## src/rtl/fpc_pkg.sv

```systemverilog
// Package: shared widths and the OTP bit bundle for the flash protection block.
// Assumes a byte-wide register interface and three block-protect bits.
package fpc_pkg;
    localparam int BP_W    = 3;
    localparam int OTP_N   = 3;

    // One-time-programmable configuration bits, stored together.
    typedef struct packed {
        logic anchor_low;   // protected range starts at address 0
        logic bp_volatile;  // block-protect bits reload to all-ones on reset
        logic param_high;   // parameter region at the top of the array
    } otp_t;
endpackage

```

## src/rtl/fpc_otp_regs.sv

```systemverilog
// Module: OTP configuration bits, array-touched lock and program-error flag.
// Assumes reset events arrive as one-cycle pulses; any of them drops a write.
module fpc_otp_regs
    import fpc_pkg::*;
(
    input  logic clk,
    input  logic rst_n,
    input  logic any_rst,
    input  logic por_evt,
    input  logic wr_en,
    input  otp_t wr_otp,
    input  logic array_mod,
    input  logic clr_err,
    output otp_t otp_q,
    output logic perr_q
);
    logic touched_q;
    logic err_set;
    logic wr_go;
    logic seen_clk;

    // Decide whether this cycle's write is a rejected OTP change.
    always_comb begin
        wr_go   = wr_en && !any_rst;
        err_set = 1'b0;
        if (wr_go) begin
            if (touched_q) err_set = (wr_otp != otp_q);
            else           err_set = |(otp_q & ~wr_otp);
        end
    end

    // OTP bits: raised by writes until the array has been modified.
    always_ff @(posedge clk) begin
        if (!rst_n)                       otp_q <= '0;
        else if (wr_go && !touched_q)     otp_q <= otp_q | wr_otp;
    end

    // Sticky record of the first array program or erase.
    always_ff @(posedge clk) begin
        if (!rst_n)         touched_q <= 1'b0;
        else if (array_mod) touched_q <= 1'b1;
    end

    // Program-error flag: a new error wins over clearing.
    always_ff @(posedge clk) begin
        if (!rst_n)                    perr_q <= 1'b0;
        else if (err_set)              perr_q <= 1'b1;
        else if (clr_err || por_evt)   perr_q <= 1'b0;
    end

    // Marks that $past now refers to a post-reset cycle.
    always_ff @(posedge clk) begin
        if (!rst_n) seen_clk <= 1'b0;
        else        seen_clk <= 1'b1;
    end

    AST_OTP_NEVER_FALLS: assert property (@(posedge clk) disable iff (!rst_n)
        seen_clk |-> (($past(otp_q) & ~otp_q) == '0));
    AST_CLEAR_FLAGS_ERR: assert property (@(posedge clk) disable iff (!rst_n)
        (wr_en && !any_rst && |(otp_q & ~wr_otp)) |=> perr_q);
    AST_LOCK_FREEZES_OTP: assert property (@(posedge clk) disable iff (!rst_n)
        touched_q |=> $stable(otp_q));
    AST_ERR_STICKY: assert property (@(posedge clk) disable iff (!rst_n)
        (perr_q && !clr_err && !por_evt) |=> perr_q);
endmodule

```

## src/rtl/fpc_bp_reg.sv

```systemverilog
// Module: block-protect bits with optional volatile reload on reset events.
// Assumes any_rst is the OR of the three reset event pulses.
module fpc_bp_reg
    import fpc_pkg::*;
(
    input  logic            clk,
    input  logic            rst_n,
    input  logic            any_rst,
    input  logic            bp_volatile,
    input  logic            wr_en,
    input  logic [BP_W-1:0] wr_bp,
    output logic [BP_W-1:0] bp_q
);
    // Reset events reload or hold; otherwise a write loads the code.
    always_ff @(posedge clk) begin
        if (!rst_n)          bp_q <= '0;
        else if (any_rst) begin
            if (bp_volatile) bp_q <= '1;
        end
        else if (wr_en)      bp_q <= wr_bp;
    end

    AST_BP_VOLATILE_LOAD: assert property (@(posedge clk) disable iff (!rst_n)
        (any_rst && bp_volatile) |=> (bp_q == '1));
    AST_BP_NV_KEEP: assert property (@(posedge clk) disable iff (!rst_n)
        (any_rst && !bp_volatile) |=> $stable(bp_q));
    AST_BP_WRITE_LOAD: assert property (@(posedge clk) disable iff (!rst_n)
        (wr_en && !any_rst) |=> (bp_q == $past(wr_bp)));
endmodule

```

## src/rtl/fpc_region_match.sv

```systemverilog
// Module: tests whether an address lies in an aligned power-of-two region
// anchored at either end of the address space. span_lg = ADDR_W covers all.
module fpc_region_match #(
    parameter int ADDR_W = 24,
    localparam int SPAN_W = $clog2(ADDR_W + 1)
) (
    input  logic [ADDR_W-1:0] addr,
    input  logic [SPAN_W-1:0] span_lg,
    input  logic              at_top,
    input  logic              enable,
    output logic              hit
);
    logic [ADDR_W-1:0] hi_mask;

    // Mask of the address bits above the region size.
    always_comb begin
        for (int i = 0; i < ADDR_W; i++)
            hi_mask[i] = (i >= int'(span_lg));
    end

    // High bits all ones at the top anchor, all zeros at the bottom.
    always_comb begin
        if (!enable)     hit = 1'b0;
        else if (at_top) hit = ((addr & hi_mask) == hi_mask);
        else             hit = ((addr & hi_mask) == '0);
    end
endmodule

```

## src/rtl/flash_protect_ctrl.sv

```systemverilog
// Module: top of the flash configuration and block-protection controller.
// Assumes decoded register writes and one-cycle reset event pulses.
module flash_protect_ctrl
    import fpc_pkg::*;
#(
    parameter int ADDR_W       = 24,
    parameter int SMALL_SEC_LG = 12,
    parameter int PARAM_CNT_LG = 5
) (
    input  logic              clk,
    input  logic              rst_n,
    input  logic              por_evt,
    input  logic              hw_rst_evt,
    input  logic              cmd_rst_evt,
    input  logic              wr_en,
    input  logic [7:0]        wr_status,
    input  logic [7:0]        wr_config,
    input  logic              clr_status,
    input  logic              array_mod,
    input  logic              uniform_mode,
    input  logic [ADDR_W-1:0] chk_addr,
    output logic [7:0]        status_q,
    output logic [7:0]        config_q,
    output logic              addr_protected,
    output logic              addr_in_param
);
    localparam int SPAN_W     = $clog2(ADDR_W + 1);
    localparam int MIN_SPAN   = ADDR_W - (2**BP_W - 1);
    localparam int PARAM_SPAN = SMALL_SEC_LG + PARAM_CNT_LG;

    logic            any_rst;
    otp_t            wr_otp;
    otp_t            otp_q;
    logic            perr_q;
    logic [BP_W-1:0] bp_q;
    logic [SPAN_W-1:0] prot_span;
    logic            unused_wr_bits;

    // Merge reset events and split out the writable fields.
    always_comb begin
        any_rst = por_evt | hw_rst_evt | cmd_rst_evt;
        wr_otp  = '{anchor_low: wr_config[5], bp_volatile: wr_config[3],
                    param_high: wr_config[2]};
        prot_span = SPAN_W'(MIN_SPAN) + SPAN_W'(bp_q);
    end

    assign unused_wr_bits = ^{wr_status[7:5], wr_status[1:0],
                              wr_config[7:6], wr_config[4], wr_config[1:0]};

    fpc_otp_regs u_otp (
        .clk       (clk),
        .rst_n     (rst_n),
        .any_rst   (any_rst),
        .por_evt   (por_evt),
        .wr_en     (wr_en),
        .wr_otp    (wr_otp),
        .array_mod (array_mod),
        .clr_err   (clr_status),
        .otp_q     (otp_q),
        .perr_q    (perr_q)
    );

    fpc_bp_reg u_bp (
        .clk         (clk),
        .rst_n       (rst_n),
        .any_rst     (any_rst),
        .bp_volatile (otp_q.bp_volatile),
        .wr_en       (wr_en),
        .wr_bp       (wr_status[4:2]),
        .bp_q        (bp_q)
    );

    fpc_region_match #(.ADDR_W(ADDR_W)) u_prot (
        .addr    (chk_addr),
        .span_lg (prot_span),
        .at_top  (!otp_q.anchor_low),
        .enable  (bp_q != '0),
        .hit     (addr_protected)
    );

    fpc_region_match #(.ADDR_W(ADDR_W)) u_param (
        .addr    (chk_addr),
        .span_lg (SPAN_W'(PARAM_SPAN)),
        .at_top  (otp_q.param_high),
        .enable  (!uniform_mode),
        .hit     (addr_in_param)
    );

    // Assemble the read values; unlisted bits read zero.
    always_comb begin
        status_q = {1'b0, perr_q, 1'b0, bp_q, 2'b00};
        config_q = {2'b00, otp_q.anchor_low, 1'b0, otp_q.bp_volatile,
                    otp_q.param_high, 2'b00};
    end

    AST_UNIFORM_NO_PARAM: assert property (@(posedge clk) disable iff (!rst_n)
        uniform_mode |-> !addr_in_param);
    AST_FULL_CODE_ALL: assert property (@(posedge clk) disable iff (!rst_n)
        (bp_q == '1) |-> addr_protected);
endmodule

```

## config.mk

```make
export PLATFORM = sky130hd
export DESIGN_NAME = flash_protect_ctrl
export DESIGN_NICKNAME = d
export VERILOG_FILES = /design/src/rtl/fpc_pkg.sv /design/src/rtl/fpc_otp_regs.sv /design/src/rtl/fpc_bp_reg.sv /design/src/rtl/fpc_region_match.sv /design/src/rtl/flash_protect_ctrl.sv
export SDC_FILE = /design/constraint.sdc
export NUM_CORES = 1
export LEC_CHECK = 0
export BUFFER_PORTS_ARGS = -buffer_cell sky130_fd_sc_hd__buf_2
export CAP_MARGIN = 40
export CORE_UTILIZATION = 40
export CTS_BUF_LIST = sky130_fd_sc_hd__clkbuf_8
export DETAILED_ROUTE_END_ITERATION = 6
export PLACE_DENSITY = 0.93
export SLEW_MARGIN = 25
export SYNTH_ARGS = -nofsm -noshare
export SYNTH_HDL_FRONTEND = slang
export SYNTH_SLANG_ARGS = --single-unit
```

## constraint.sdc

```tcl
create_clock -name clk -period 2.2 [get_ports clk]
set_input_delay 0.22 -clock clk [delete_from_list [all_inputs] [get_ports clk]]
set_output_delay 0.22 -clock clk [all_outputs]
set_load 0.01 [all_outputs]
```

==> results by stage <==
Hold path:
- The tightest min-delay check is of the in2reg type.

Synthesis:
- The synthesized netlist occupies a cell area of about 830 um2.
- Averaged over all synthesized cells, the footprint is 7.727 um2.
- For this run, the number of Yosys warnings is 0.
- The count of flip-flops with a built-in enable after synthesis is 0.
- The most used flip-flop cell after synthesis is sky130_fd_sc_hd__dfxtp_1.
- By area the synthesized netlist is led by sky130_fd_sc_hd__dfxtp_1, sky130_fd_sc_hd__ha_1, sky130_fd_sc_hd__buf_4.
- The portion of synthesized cell area occupied by the leading cell type is 0.1919.
- In this run, synthesis produced a sequential element count of 8.
- The number of library cell types mapped by synthesis is 34.
- The largest area contributor in the synthesized netlist is sky130_fd_sc_hd__dfxtp_1.
- For this run, the register share of the synthesized area comes to 0.1919.
- Sorting the synthesized cells by how often they occur yields sky130_fd_sc_hd__buf_4, sky130_fd_sc_hd__inv_1, sky130_fd_sc_hd__ha_1, sky130_fd_sc_hd__nand2_1, sky130_fd_sc_hd__nor2_1.
- The synthesized instance count is 108.
- The async set or reset register ratio after synthesis is 0.

STA:
- The clock arrives with 0.001302 ns of skew.
- The fmax is 449.8 MHz.
- Setup violations remaining at the end of the flow were counted as 1.
- Setup repair after global routing could not meet its margin everywhere.
- Dividing the final minimum period by the clock period gives 1.010.
- The total count of max-transition violations in the final report is 0.
- The final number of hold-violating endpoints is 0.
- After layout, the worst setup slack is -0.02303 ns.
- Subtracting the final worst setup slack from the clock period gives ~2.2 ns.

Clock network:
- The sink count of the clock tree is 8.
- The clock input transition at the sequential cells of the worst setup and hold paths is 0.04 ns.
- The number of H-tree levels is 1.
- The insertion delay to the later sink of the worst-skew pair is ~0.22 ns.
- TritonCTS built the clock tree.
- In this run the clock root is driven by a sky130_fd_sc_hd__clkbuf_8.
- The TritonCTS buffer count is 3.
- The maximum root-to-sink buffer count is 2.

Pwr:
- Across the VDD grid, the largest voltage drop is ~0.50 mV.
- Of the total power, registers draw 0.347.
- The net switching fraction of the power is 0.2891.
- The total power divided by cell area is 413.3 nW/um2.
- The leakage dissipation is 0.5614 nW.
- Summed over all nets, the switching power comes to about 0.00014 W.
- The post-route total power is 0.0004680 W.
- Cell internal power was estimated by the tool at approximately 0.00033 W.
- The share of total power dissipated in the clock network is 0.371.
- Of the total power, combinational logic draws 0.283.

Finish:
- The non-filler instance count after layout is 169.
- Measured on the finished design, the core utilization comes to 0.5772.
- The number of antenna repair diodes is 0.
- Of the cells placed in the final design, the portion with a size suffix greater than 1 is 0.4085.
- The area growth from synthesis to final layout is 35.68%.
- The number of nets at the end of the flow is 204.

Detailed routing:
- Detailed routing inserted a total of 872 vias.
- The number of vias per cell after detailed routing is approximately 5.2.
- After detailed routing, the number of remaining DRC violations is 0.
- The number of detailed-routing iterations run before antenna repair is 4.
- The overall routed net length is 2105 um.
- The initial DRC count is 12.
- In this run the remaining antenna-violating nets after routing total 0.
- After detailed routing, the average wire length per cell comes to 12.46 um.

Floorplan:
- The starting density of the core is 0.4254.
- From left edge to right edge, the die measures 47.68 um.
- Row generation in the floorplan step produced 16 rows.
- Pin placement for this block handled 67 I/O pins.
- From bottom edge to top edge, the die measures 47.68 um.
- The die covers about 2300 um2.
- The core region is between 1500 and 2000 um2.

Worst setup path:
- The critical path ends at addr_protected.
- The worst setup path is launched from a flop.
- The worst register-to-register path begins at u_otp.otp_q[0].
- For this run, the slowest stage of the critical path takes 0.39 ns.
- The slowest stage of the critical path belongs to the cell sky130_fd_sc_hd__dfxtp_4.
- The signal on the critical path passes through inv_4 -> ha_4 -> nor3b_4 -> a21oi_2 -> a221oi_2 -> o311ai_1 -> a32oi_1 -> buf_2.
- STA classifies the critical path endpoint as a primary output.
- For the worst setup path, the data required time is 1.98 ns.
- The worst setup path category is reg2out.
- The setup check on the worst reg-to-reg path leaves a slack of 0.84 ns.
- The worst register-to-register path ends at u_otp.perr_q.
- The worst-case reg-to-reg path depth is 6.
- The peak fanout along the critical path is 5.
- The data arrival time at the worst-slack endpoint is 2.00 ns.
- The startpoint of the most critical setup path is u_bp.bp_q[0].

Global routing:
- For this run the aggregate overflow at the end of global routing stands at 0.
- The global-route total usage across every layer is 0.2062.
- The number of global-route vias before repair came to roughly 830.
- The largest net degree at the start of global routing is 9.
- The wire length of the first global-routing pass is 3249 um.
- The initial antenna violation count is 0.

Place:
- During placement, the flow inserted port buffers numbering 31.
- The routability congestion estimate from global placement is 0.8574.
- In this run, placement finished with an instance count of around 160.
- The wire-length estimate of the detail-placed layout is around 1600 um.

Run:
- Max-cap violations in this run came to 0.

Outcome:
- The run finished, with violations left.
- The final reports fail on setup timing.
-- power by group through the flow --
stage	clock network [W]	logic, W	registers (W)
after global placement	0	0.000103	0.000162
after detailed placement	0	0.000110	0.000163
after floorplan	0	0.0000726	0.000164
after global routing	0.000185	0.000147	0.000163
after CTS	0.000176	0.000126	0.000161
final	0.000173	0.000132	0.000162
-- registers in the layout, summed over array words and instances, names as in the netlist --
| signal | count |
|---|---|
| u_bp.bp_q | 3 |
| u_otp.otp_q | 3 |
| u_otp.perr_q | 1 |
| u_otp.touched_q | 1 |
-- area by class of cell --
class                           instances  area, um2
Clock buffer                            3      41.29
Fill cell                             194      829.5
Inverter                               12      47.55
Multi-Input combinational cell         82      636.9
Sequential cell                         8      168.9
Tap cell                               27      33.78
Timing Repair Buffer                   37      203.9
-- through the flow --
| stage | setup slack [ns] | area [um2] | TNS, ns | hold WS (ns) |
|---|---|---|---|---|
| 6_report | -0.02303 | 1132 | -0.02303 | 0.1877 |
| 5_1_grt | -0.1220 | 1132 | -0.1220 | 0.1896 |
| 4_1_cts | 0.006204 | 1104 | 0 | 0.1865 |
| 3_5_place_dp | -0.001115 | 978.4 | -0.001115 | 0.4198 |
| 3_3_place_gp | 0.02415 | 978.4 | 0 | 0.4152 |
| 2_1_floorplan | 0.01339 | 865.8 | 0 | 0.3302 |
-- what timing repair did --
item / 4_1_cts / 5_1_grt
hold buffers: 0 / 0
setup buffers: 2 / 1
gates resized for setup: 16 / 4
pin swaps: 7 / 4
endpoints found under the setup margin: 1 / 1
-- placed cells by master (no fill, tap or decap), types with 3 or more instances in the layout --
cell and n:
sky130_fd_sc_hd__clkbuf_8 3, sky130_fd_sc_hd__conb_1 9, sky130_fd_sc_hd__nand2b_1 3, sky130_fd_sc_hd__ha_1 8
sky130_fd_sc_hd__ha_4 3, sky130_fd_sc_hd__nor2_1 9, sky130_fd_sc_hd__nand2_1 9, sky130_fd_sc_hd__buf_2 31
sky130_fd_sc_hd__inv_1 10, sky130_fd_sc_hd__o211a_1 3, sky130_fd_sc_hd__a21oi_1 3, sky130_fd_sc_hd__o21ai_0 4
sky130_fd_sc_hd__nor3_1 3, sky130_fd_sc_hd__o221a_2 3, sky130_fd_sc_hd__dfxtp_1 5, sky130_fd_sc_hd__buf_4 5
-- routing by layer --
metal  share of wire  vias up  track usage
li1                -      433            -
met1            0.41      394       0.2114
met3           0.053        6      0.03396
met4           0.019        0       0.1111
met5               0        -            0
met2            0.51       39       0.3945
-- worst min path at each step --
stage          startpoint               to  slack (ns)  cells past startpoint
2_1_floorplan   array_mod  u_otp.touched_q        0.33                      1
3_3_place_gp    array_mod  u_otp.touched_q        0.42                      2
3_5_place_dp    array_mod  u_otp.touched_q        0.42                      2
4_1_cts         array_mod  u_otp.touched_q        0.19                      2
5_1_grt         array_mod  u_otp.touched_q        0.19                      2
6_report        array_mod  u_otp.touched_q        0.19                      2
-- kinds of logic (layout without fill, tap and decap cells) --
family                   after synthesis  in the layout  synth area share
adder cells (fa/ha/maj)               11             11            0.1649
other                                  1              9          0.004493
flip-flops                             8              8            0.1919
XOR/XNOR                               1              1           0.01050
buffers and inverters                 26             52            0.1724
AO/OA/AOI/OAI                         31             31            0.2849
AND/OR/NAND/NOR                       30             30            0.1709
-- worst max-delay path, delay by kind of cell, from the launching register on --
family | cells | cell delay, ns
flip-flops | 1 | 0.39
buffers and inverters | 2 | 0.21
AO/OA/AOI/OAI | 4 | 0.73
adder cells (fa/ha/maj) | 1 | 0.26
AND/OR/NAND/NOR | 1 | 0.20
Note: power is estimated with default switching activity, not from simulation.
